==> src/rtl/qlr_pkg.sv <==
// Shared constants and helpers for the query response lane replicator.
// Assumes a 32-bit bus and width codes given as log2 of a byte count.
package qlr_pkg;

    localparam int BUS_BYTES = 4;
    localparam int BUS_W     = 8 * BUS_BYTES;
    localparam int TBL_LEN   = 'h52;

    typedef logic [1:0] lg_t;

    // Mask covering (1 << lg) low bytes of the bus word.
    function automatic logic [BUS_W-1:0] byte_mask(input lg_t lg);
        case (lg)
            2'd0:    return 32'h0000_00FF;
            2'd1:    return 32'h0000_FFFF;
            default: return 32'hFFFF_FFFF;
        endcase
    endfunction

    // Query table contents; entries not listed read as zero.
    function automatic logic [7:0] tbl_byte(
        input logic [6:0]  idx,
        input lg_t         bank_lg,
        input logic [7:0]  size_lg,
        input logic [15:0] blocks_m1,
        input logic [15:0] sect_hi
    );
        case (idx)
            7'h10: return 8'h51;
            7'h11: return 8'h52;
            7'h12: return 8'h59;
            7'h13: return 8'h01;
            7'h15: return 8'h31;
            7'h1B: return 8'h45;
            7'h1C: return 8'h55;
            7'h1F: return 8'h07;
            7'h20: return 8'h07;
            7'h21: return 8'h0A;
            7'h23: return 8'h04;
            7'h24: return 8'h04;
            7'h25: return 8'h04;
            7'h27: return size_lg;
            7'h28: return 8'h02;
            7'h2A: return (bank_lg == 2'd0) ? 8'h08 : 8'h0B;
            7'h2C: return 8'h01;
            7'h2D: return blocks_m1[7:0];
            7'h2E: return blocks_m1[15:8];
            7'h2F: return sect_hi[7:0];
            7'h30: return sect_hi[15:8];
            7'h31: return 8'h50;
            7'h32: return 8'h52;
            7'h33: return 8'h49;
            7'h34: return 8'h31;
            7'h35: return 8'h30;
            7'h3F: return 8'h01;
            default: return 8'h00;
        endcase
    endfunction

endpackage

==> src/rtl/qlr_index.sv <==
// Address to table index conversion for one slice.
// Assumes maxdev_lg >= dev_lg; a negative shift is clamped to zero.
module qlr_index #(
    parameter int ADDR_W = 16
) (
    input  logic [ADDR_W-1:0] addr,
    input  logic              flat_mode,
    input  qlr_pkg::lg_t      bank_lg,
    input  qlr_pkg::lg_t      dev_lg,
    input  qlr_pkg::lg_t      maxdev_lg,
    output logic [ADDR_W-1:0] idx
);
    logic signed [3:0] shift_s;

    // Shift amount from the three width codes, then the index itself.
    always_comb begin
        shift_s = $signed({2'b00, bank_lg}) + $signed({2'b00, maxdev_lg})
                - $signed({2'b00, dev_lg});
        if (flat_mode) begin
            idx = ADDR_W'(addr[7:0]) >> bank_lg;
        end else if (shift_s < 0) begin
            idx = addr;
        end else begin
            idx = addr >> shift_s[2:0];
        end
    end
endmodule

==> src/rtl/qlr_slice.sv <==
// One bank-wide slice: table or identifier lookup, device-width fill,
// and copy across device lanes. Clock and reset serve the checks only.
module qlr_slice #(
    parameter int          ADDR_W    = 16,
    parameter logic [15:0] ID_A      = 16'h0000,
    parameter logic [15:0] ID_B      = 16'h0000,
    parameter logic [15:0] ID_C      = 16'h0000,
    parameter logic [15:0] ID_D      = 16'h0000,
    parameter logic [7:0]  SIZE_LG   = 8'd0,
    parameter logic [15:0] BLOCKS_M1 = 16'd0,
    parameter logic [15:0] SECT_HI   = 16'd0
) (
    input  logic                       clk,
    input  logic                       rst_n,
    input  logic [ADDR_W-1:0]          addr,
    input  logic                       id_mode,
    input  logic                       flat_mode,
    input  qlr_pkg::lg_t               bank_lg,
    input  qlr_pkg::lg_t               dev_lg,
    input  qlr_pkg::lg_t               maxdev_lg,
    output logic [qlr_pkg::BUS_W-1:0]  slice_data
);
    import qlr_pkg::*;

    logic [ADDR_W-1:0] idx;
    logic [7:0]        q_byte;
    logic [BUS_W-1:0]  base;
    logic [BUS_W-1:0]  chunk;

    qlr_index #(.ADDR_W(ADDR_W)) index_i (
        .addr      (addr),
        .flat_mode (flat_mode),
        .bank_lg   (bank_lg),
        .dev_lg    (dev_lg),
        .maxdev_lg (maxdev_lg),
        .idx       (idx)
    );

    // Table byte with the out-of-range index forced to zero.
    always_comb begin
        if (idx >= ADDR_W'(TBL_LEN)) begin
            q_byte = 8'h00;
        end else begin
            q_byte = tbl_byte(idx[6:0], bank_lg, SIZE_LG, BLOCKS_M1, SECT_HI);
        end
    end

    // Per-device value before it is copied across the bank.
    always_comb begin
        if (id_mode) begin
            case (idx[7:0])
                8'd0:    base = {16'h0000, ID_A};
                8'd1:    base = {16'h0000, ID_B};
                default: base = '0;
            endcase
        end else if (dev_lg != maxdev_lg) begin
            base = (dev_lg == 2'd0) ? ({BUS_BYTES{q_byte}} & byte_mask(maxdev_lg)) : '0;
        end else begin
            base = {24'h000000, q_byte};
        end
        chunk = base & byte_mask(dev_lg);
    end

    // Lane copy across the bank, or the flat-mode result.
    always_comb begin
        slice_data = '0;
        if (flat_mode) begin
            if (id_mode) begin
                case (idx[7:0])
                    8'd0:    slice_data = {16'h0000, ID_A[7:0], ID_B[7:0]};
                    8'd1:    slice_data = {16'h0000, ID_C[7:0], ID_D[7:0]};
                    default: slice_data = '0;
                endcase
            end else begin
                slice_data = {24'h000000, q_byte};
            end
        end else begin
            if (dev_lg < bank_lg) begin
                for (int j = 0; j < BUS_BYTES; j++) begin
                    if ((j << dev_lg) < (1 << bank_lg)) begin
                        slice_data = slice_data | (chunk << (8 * (j << dev_lg)));
                    end
                end
            end else begin
                slice_data = base;
            end
            slice_data = slice_data & byte_mask(bank_lg);
        end
    end

    // a query index past the table end yields an empty slice.
    p_oob_zero_r2: assert property (@(posedge clk) disable iff (!rst_n)
        (!flat_mode && !id_mode && idx >= ADDR_W'(TBL_LEN)) |-> slice_data == '0);

    // a width mismatch with a device wider than one byte yields zero.
    p_unsup_zero_r4: assert property (@(posedge clk) disable iff (!rst_n)
        (!flat_mode && !id_mode && dev_lg != maxdev_lg && dev_lg != 2'd0)
        |-> slice_data == '0);

    // identifier indices other than 0 and 1 yield zero.
    p_ident_far_zero_r6: assert property (@(posedge clk) disable iff (!rst_n)
        (!flat_mode && id_mode && idx[7:0] > 8'd1) |-> slice_data == '0);
endmodule

==> src/rtl/qlr_pack.sv <==
// Places bank-wide slices upward from bit 0 and trims to the access width.
// Assumes slice k was looked up k bank widths above the base address.
module qlr_pack #(
    parameter int SLICES = qlr_pkg::BUS_BYTES
) (
    input  logic [SLICES-1:0][qlr_pkg::BUS_W-1:0] slices,
    input  logic                                  flat_mode,
    input  qlr_pkg::lg_t                          bank_lg,
    input  qlr_pkg::lg_t                          acc_lg,
    output logic [qlr_pkg::BUS_W-1:0]             word
);
    import qlr_pkg::*;

    logic [BUS_W-1:0] joined;

    // Join the slices that fall inside the access, then trim.
    always_comb begin
        joined = '0;
        if (flat_mode) begin
            joined = slices[0];
        end else begin
            for (int k = 0; k < SLICES; k++) begin
                if ((k << bank_lg) < (1 << acc_lg)) begin
                    joined = joined | (slices[k] << (8 * (k << bank_lg)));
                end
            end
        end
        word = joined & byte_mask(acc_lg);
    end
endmodule

==> src/rtl/qlr_lane_replicator.sv <==
// Top of the query response lane replicator: one lookup slice per bus
// byte, a packer, and a single output register loaded by the strobe.
// Assumes DEV_BLOCKS and SECTOR_BYTES are powers of two.
module qlr_lane_replicator #(
    parameter int          ADDR_W       = 16,
    parameter logic [15:0] ID_A         = 16'h0089,
    parameter logic [15:0] ID_B         = 16'h0018,
    parameter logic [15:0] ID_C         = 16'h0000,
    parameter logic [15:0] ID_D         = 16'h0000,
    parameter int          DEV_BLOCKS   = 64,
    parameter int          SECTOR_BYTES = 65536
) (
    input  logic              clk,
    input  logic              rst_n,
    input  logic              rd_stb,
    input  logic [ADDR_W-1:0] rd_addr,
    input  logic [1:0]        acc_lg,
    input  logic              id_mode,
    input  logic              flat_mode,
    input  logic [1:0]        bank_lg,
    input  logic [1:0]        dev_lg,
    input  logic [1:0]        maxdev_lg,
    output logic [31:0]       rd_data,
    output logic              rd_valid
);
    import qlr_pkg::*;

    localparam int          SLICES    = BUS_BYTES;
    localparam logic [7:0]  SIZE_LG   = 8'($clog2(DEV_BLOCKS) + $clog2(SECTOR_BYTES));
    localparam logic [15:0] BLOCKS_M1 = 16'(DEV_BLOCKS - 1);
    localparam logic [15:0] SECT_HI   = 16'(SECTOR_BYTES >> 8);

    logic [SLICES-1:0][ADDR_W-1:0] slice_addr;
    logic [SLICES-1:0][BUS_W-1:0]  slice_data;
    logic [BUS_W-1:0]              word;

    for (genvar k = 0; k < SLICES; k++) begin : g_slice
        // Address of this slice, k bank widths above the base.
        always_comb slice_addr[k] = rd_addr + (ADDR_W'(k) << bank_lg);

        qlr_slice #(
            .ADDR_W    (ADDR_W),
            .ID_A      (ID_A),
            .ID_B      (ID_B),
            .ID_C      (ID_C),
            .ID_D      (ID_D),
            .SIZE_LG   (SIZE_LG),
            .BLOCKS_M1 (BLOCKS_M1),
            .SECT_HI   (SECT_HI)
        ) slice_i (
            .clk        (clk),
            .rst_n      (rst_n),
            .addr       (slice_addr[k]),
            .id_mode    (id_mode),
            .flat_mode  (flat_mode),
            .bank_lg    (bank_lg),
            .dev_lg     (dev_lg),
            .maxdev_lg  (maxdev_lg),
            .slice_data (slice_data[k])
        );
    end

    qlr_pack #(.SLICES(SLICES)) pack_i (
        .slices    (slice_data),
        .flat_mode (flat_mode),
        .bank_lg   (bank_lg),
        .acc_lg    (acc_lg),
        .word      (word)
    );

    // Output register: capture on strobe, valid one cycle later.
    always_ff @(posedge clk) begin
        if (!rst_n) begin
            rd_data  <= '0;
            rd_valid <= 1'b0;
        end else begin
            rd_valid <= rd_stb;
            if (rd_stb) begin
                rd_data <= word;
            end
        end
    end

    // a strobe is followed by valid.
    p_stb_valid_r10: assert property (@(posedge clk) disable iff (!rst_n)
        rd_stb |=> rd_valid);

    // no strobe, no valid and no data change.
    p_idle_hold_r10: assert property (@(posedge clk) disable iff (!rst_n)
        !rd_stb |=> (!rd_valid && $stable(rd_data)));

    // a one-byte access leaves the upper bytes clear.
    p_narrow_upper_r9: assert property (@(posedge clk) disable iff (!rst_n)
        (rd_stb && acc_lg == 2'd0) |=> rd_data[31:8] == 24'h0);
endmodule

==> config.mk <==
export PLATFORM = sky130hd
export DESIGN_NAME = qlr_lane_replicator
export DESIGN_NICKNAME = d
export VERILOG_FILES = /design/src/rtl/qlr_pkg.sv /design/src/rtl/qlr_index.sv /design/src/rtl/qlr_slice.sv /design/src/rtl/qlr_pack.sv /design/src/rtl/qlr_lane_replicator.sv
export SDC_FILE = /design/constraint.sdc
export NUM_CORES = 1
export LEC_CHECK = 0
export ABC_AREA = 1
export CORE_ASPECT_RATIO = 0.9
export CORE_MARGIN = 10
export CORE_UTILIZATION = 29
export DETAILED_ROUTE_END_ITERATION = 8
export GPL_TIMING_DRIVEN = 0
export PLACE_DENSITY = 0.55
export SYNTH_ARGS = -nofsm -noshare
export SYNTH_HDL_FRONTEND = slang
export SYNTH_HIERARCHICAL = 1
export SYNTH_SLANG_ARGS = --single-unit
==> constraint.sdc <==
create_clock -name clk -period 10 [get_ports clk]
set_clock_uncertainty 0.1 [all_clocks]
set_input_delay 1 -clock clk [delete_from_list [all_inputs] [get_ports clk]]
set_output_delay 1 -clock clk [all_outputs]
set_load 0.02 [all_outputs]
# --- After elaboration in Yosys (flattened, before gate mapping) ---
# Index checks and enable logic that the tools add are counted.
classes:
  add_sub_neg: 6
  order_cmp: 14
  n_eq_ne: 109
  n_shift: 41
  mux: 108
  bitwise_logic: 28
  reduce_logical: 28
ops:
  columns: ["operator", "n"]
  rows:
  - ["$mux 32", 75]
  - ["$shl 32x32->32", 20]
  - ["$or 32x32->32", 15]
  - ["$eq 7x6->1 const B", 68]
  - ["$and 32x32->32", 11]
  - ["$pmux 8 s17", 2]
  - ["$lt 32x32->1", 8]
  - ["$mux 16", 16]
  - ["$pmux 32 s2", 4]
  - ["$pmux 7 s17", 2]
  - ["$eq 7x5->1 const B", 32]
  - ["$shl 1x2->32 const A", 5]
  - ["$shl 2x2->32 const A", 4]
  - ["$add 16x16->16", 4]
  - ["$and 31x32->32", 2]
  - ["$ge 16x7->1 const B", 4]
  - ["$pmux 8 s2", 4]
  - ["$shr 16x3->16", 4]
  - ["$shr 8x2->16", 4]
  - ["$eq 8x1->1 const B", 4]
  - ["$logic_not 8->1", 4]
  - ["$shl 1x2->16 const A", 2]
  - ["$shl 2x2->16 const A", 2]
  - ["$reduce_or 2->1", 12]
  - ["12 further kinds", 26]
word_totals:
  ff_bits: 33
  out_inout_bits: 33
  word_cells: 336

# --- Logic depth before layout (Yosys ltp) ---
logic_depth:
  depth_word: 45
  depth_mapped: 45
  mapped_depth_nobuf: 45

# --- Hierarchy ---
# Netlist, hierarchy kept.
modules_own_cells:
  columns: ["mod", "instances", "cells_per_inst", "area_each_um2", "seq_area_each_um2"]
  rows:
  - ["qlr_slice", 4, 344, 1660.3, 0.0]
  - ["qlr_index at g_slice[1].slice_i.index_i ...", 3, 234, 1218.7, 0.0]
  - ["qlr_lane_replicator", 1, 400, 2478.6, 660.6]
  - ["qlr_pack", 1, 510, 2472.4, 0.0]
  - ["qlr_index at g_slice[0].slice_i.index_i", 1, 232, 1214.9, 0.0]

# --- Worst setup path before layout ---
# No wires, ideal clock.
synth_path:
  path_type: "input to register"
  startpoint: "in bank_lg[1]"
  endpoint: "reg rd_data[25]"
  arrival_time_ns: 4.890
  slack_ns: 4.946
  path_stages: 37
  n_path_buf: 2
  path_cell_list: "inv_1 > fa_1 > inv_1 > fa_1 > buf_6 > inv_4 > buf_4 > nand3_1 > nand3_1 > nand3_1 > nand2_1 > nand2_1 > nor2_2 > nand2_1 > nor2_1 > nor2_1 > nand3_1 > nor2_1 > nand2_2 > nand2_4 > inv_6 > nand2_4 > nor2_4 > inv_2 > nor2_2 > nand2_1 > a21oi_2 > nand2_1 > nand2_1 > nor2_1 > nor2_1 > nand3_1 > nand3_1 > nand2_1 > a21oi_1 > nor2_1 > nor2_1"
synth_lines:
  columns: ["item", "line_no", "source"]
  rows:
  - ["start: declaration", "qlr_lane_replicator.sv:20", "input logic [1:0] bank_lg,"]
  - ["end signal: assignment", "qlr_lane_replicator.sv:79", "rd_data <= word;"]
  - ["end: declaration", "qlr_lane_replicator.sv:23", "output logic [31:0] rd_data,"]

==> results.ini <==
[placed_design]
io_buffers = 60
post-place-cells = 3900
dp.final_hpwl_um = 47500
place_area_um2 = 17500
finalWeightedCongestion = 0.935

[global_routing]
grt_start_max_net_pins = 39
grt_pass1_vias = 18497
antenna_found_initial = 0
global_route_wire_length_before_repair_um = 96400
grt_overflow_total = 0
grt_use_total = 0.176

[floorplanning]
die_width_um = 268
num_io_pins = 62
std_cell_rows = 81
initial_cell_density_of_the_core = 0.294
placeableCoreArea_um2 = 54500
area_enclosed_by_the_die_boundary_um2 = 65000
die_h_um = 243

[drt]
wl_per_cell_um = 15.0
drt_drc_violations_left = 0
drtPass1Iterations = 6
vias = 19748
post_drt_via_cell_ratio = 5.05
antenna_violating_nets_post_route = 0
drtIter0Drc = 1732
wl_um = 58500

[cts]
clock_latency_ns = 0.27
clock_sink_count = 33
cts.root.buffer_cell = clkbuf_16
cts_tree = built
cts_hold_buffers = 0
cts_max_path_buffers = 2
tritoncts.num_buffers = 5
cts-htree-levels = 2
post-cts-setup-buffer-count = 0
cts.reportedPaths.clkPinSlew_ns = 0.05
ctsResizeCount = 0

[power]
p_leak_nw = 8.92
intPower_mw = 0.679
power.sequential.fraction = 0.086
pwr_density_cell_nw_per_um2 = 93.0
power_switching_mw = 0.969
combinational_share_of_power = 0.805
power_switching_share = 0.588
power_total_mw = 1.65
clockPowerShare = 0.109
ir_drop_mv = 0.0792

[hold_path]
hold-path-cell-count = 2
hp-start = rd_data[16]$_SDFFE_PN0P_
worstHoldEndpoint = rd_data[16]$_SDFFE_PN0P_
hold_path.class = flop to flop

[setup_path]
r2r_end = rd_data[25]$_SDFFE_PN0P_
critical_path.max_fanout = 15
worst-endpoint-arrival_ns = 7.32
worst-endpoint-required_ns = 10.11
slowest_delay_ns = 1.21
r2r-start = rd_data[25]$_SDFFE_PN0P_
rr_worst_depth = 2
worst_setup_path_end_kind = flop
path_class = input port to flop
cpMostUsedCell = nand2_1
cp-start-kind = input port
cpMaxStageDelayCell = clkdlybuf4s50_1
regToRegSetupSlack_ns = 9.25

[status]
status = complete, no violations

[sta]
max_freq_mhz = 139
timing_max_transition_violations_final = 0
final.min_clock_period_ns = 7.22
relative_slew_margins = 0.248
layout_worst_path_cycle_share = 0.722
slew_of_the_pin_with_the_lowest_slew_margin_ns = 1.12
hold_violations = 0
finalSetupViolCount = 0
grt_setup_unrepaired = false
fin_tns_setup_ns = 0

[final_layout]
design.final.nets = 3327
final_layout_size_suffix_gt1_frac = 0.112
antennaDiodeCount = 0
syn_to_final_growth_pct = 10.7
nFillCells = 6299
final_cell_area_um2 = 17700
stdcell_count = 3908

[logic_synthesis]
synthesis.area_um2 = 16000
synth.net_count = 3256
synth-warning-count = 6
synth_cells = 3131
avgSynthCellArea_um2 = 5.11

[run]
max_capacitance_violation_count = 0

## final cells by class
class	count	area (µm²)	share of cell area
inverter	432	1680	0.0948
timing repair buffer	64	651	0.0367
clock buffer	7	143	0.00805
buffer	103	729	0.0412
multi-input combinational	2563	12900	0.730
sequential	33	661	0.0373
clock inverter	1	30.0	0.00169
tap	705	882	0.0498
## per-stage QoR
step,hold WS (ns),util,worst slack (ns)
6_report,0.393,0.325,2.78
5_1_grt,0.413,0.325,2.27
4_1_cts,0.400,0.325,2.80
3_5_place_dp,0.385,0.322,2.56
3_3_place_gp,0.381,0.321,1.25
2_1_floorplan,0.490,-,4.95
## worst max path at each step
stage,from,end,slack (ns)
after floorplan,bank_lg[1],rd_data[25]$_SDFFE_PN0P_,4.95
after global placement,bank_lg[0],rd_data[24]$_SDFFE_PN0P_,1.25
after detailed placement,maxdev_lg[1],rd_data[25]$_SDFFE_PN0P_,2.56
after CTS,maxdev_lg[1],rd_data[25]$_SDFFE_PN0P_,2.80
after global routing,maxdev_lg[1],rd_data[21]$_SDFFE_PN0P_,2.27
final,maxdev_lg[1],rd_data[24]$_SDFFE_PN0P_,2.78
## sequential cells by signal, indices dropped and copies added (netlist names)
signal and count:
rd_data 32, rd_valid 1
## cells in the final DEF, fill, tap and decap left out, drive strengths merged, types with 2 or more instances in the layout
master	instances
and3	3
o21bai	7
or2	16
inv	425
a211oi	7
nand4	44
ha	88
nor3b	4
xor2	19
fa	8
nand3	499
nor2	443
nor3	38
xnor2	3
a21oi	165
a31oi	12
nor4	11
dfxtp	33
clkdlybuf4s50	54
nand3b	2
o31ai	3
a22oi	4
clkinv	7
buf	91
clkbuf	29
nand2	954
a21o	3
o41ai	4
o21ai	208
o211ai	17
## per-layer routing
metal | vias to the layer above | GRT usage | wire (µm)
met5 | - | 0 | 0
met4 | 0 | 0.0482 | 1620
met3 | 93 | 0.0173 | 3410
met2 | 585 | 0.278 | 25200
met1 | 8764 | 0.247 | 28300
li1 | 10306 | - | -
## power groups by stage
stage | sequential [mW] | clock (mW) | combinational, mW
2_1_floorplan | 0.154 | 0 | 0.971
3_3_place_gp | 0.145 | 0 | 1.31
3_5_place_dp | 0.145 | 0 | 1.31
4_1_cts | 0.143 | 0.181 | 1.31
5_1_grt | 0.143 | 0.186 | 1.49
6_report | 0.143 | 0.179 | 1.33
## critical path: cells and delay by family
| family | cells | cell delay [ns] |
|---|---|---|
| buffers and inverters | 6 | 1.85 |
| adders and majority gates | 2 | 1.01 |
| AOI/OAI and AO/OA | 2 | 0.48 |
| and+or+nand+nor | 26 | 2.93 |
(Power assumes the default switching activity.)
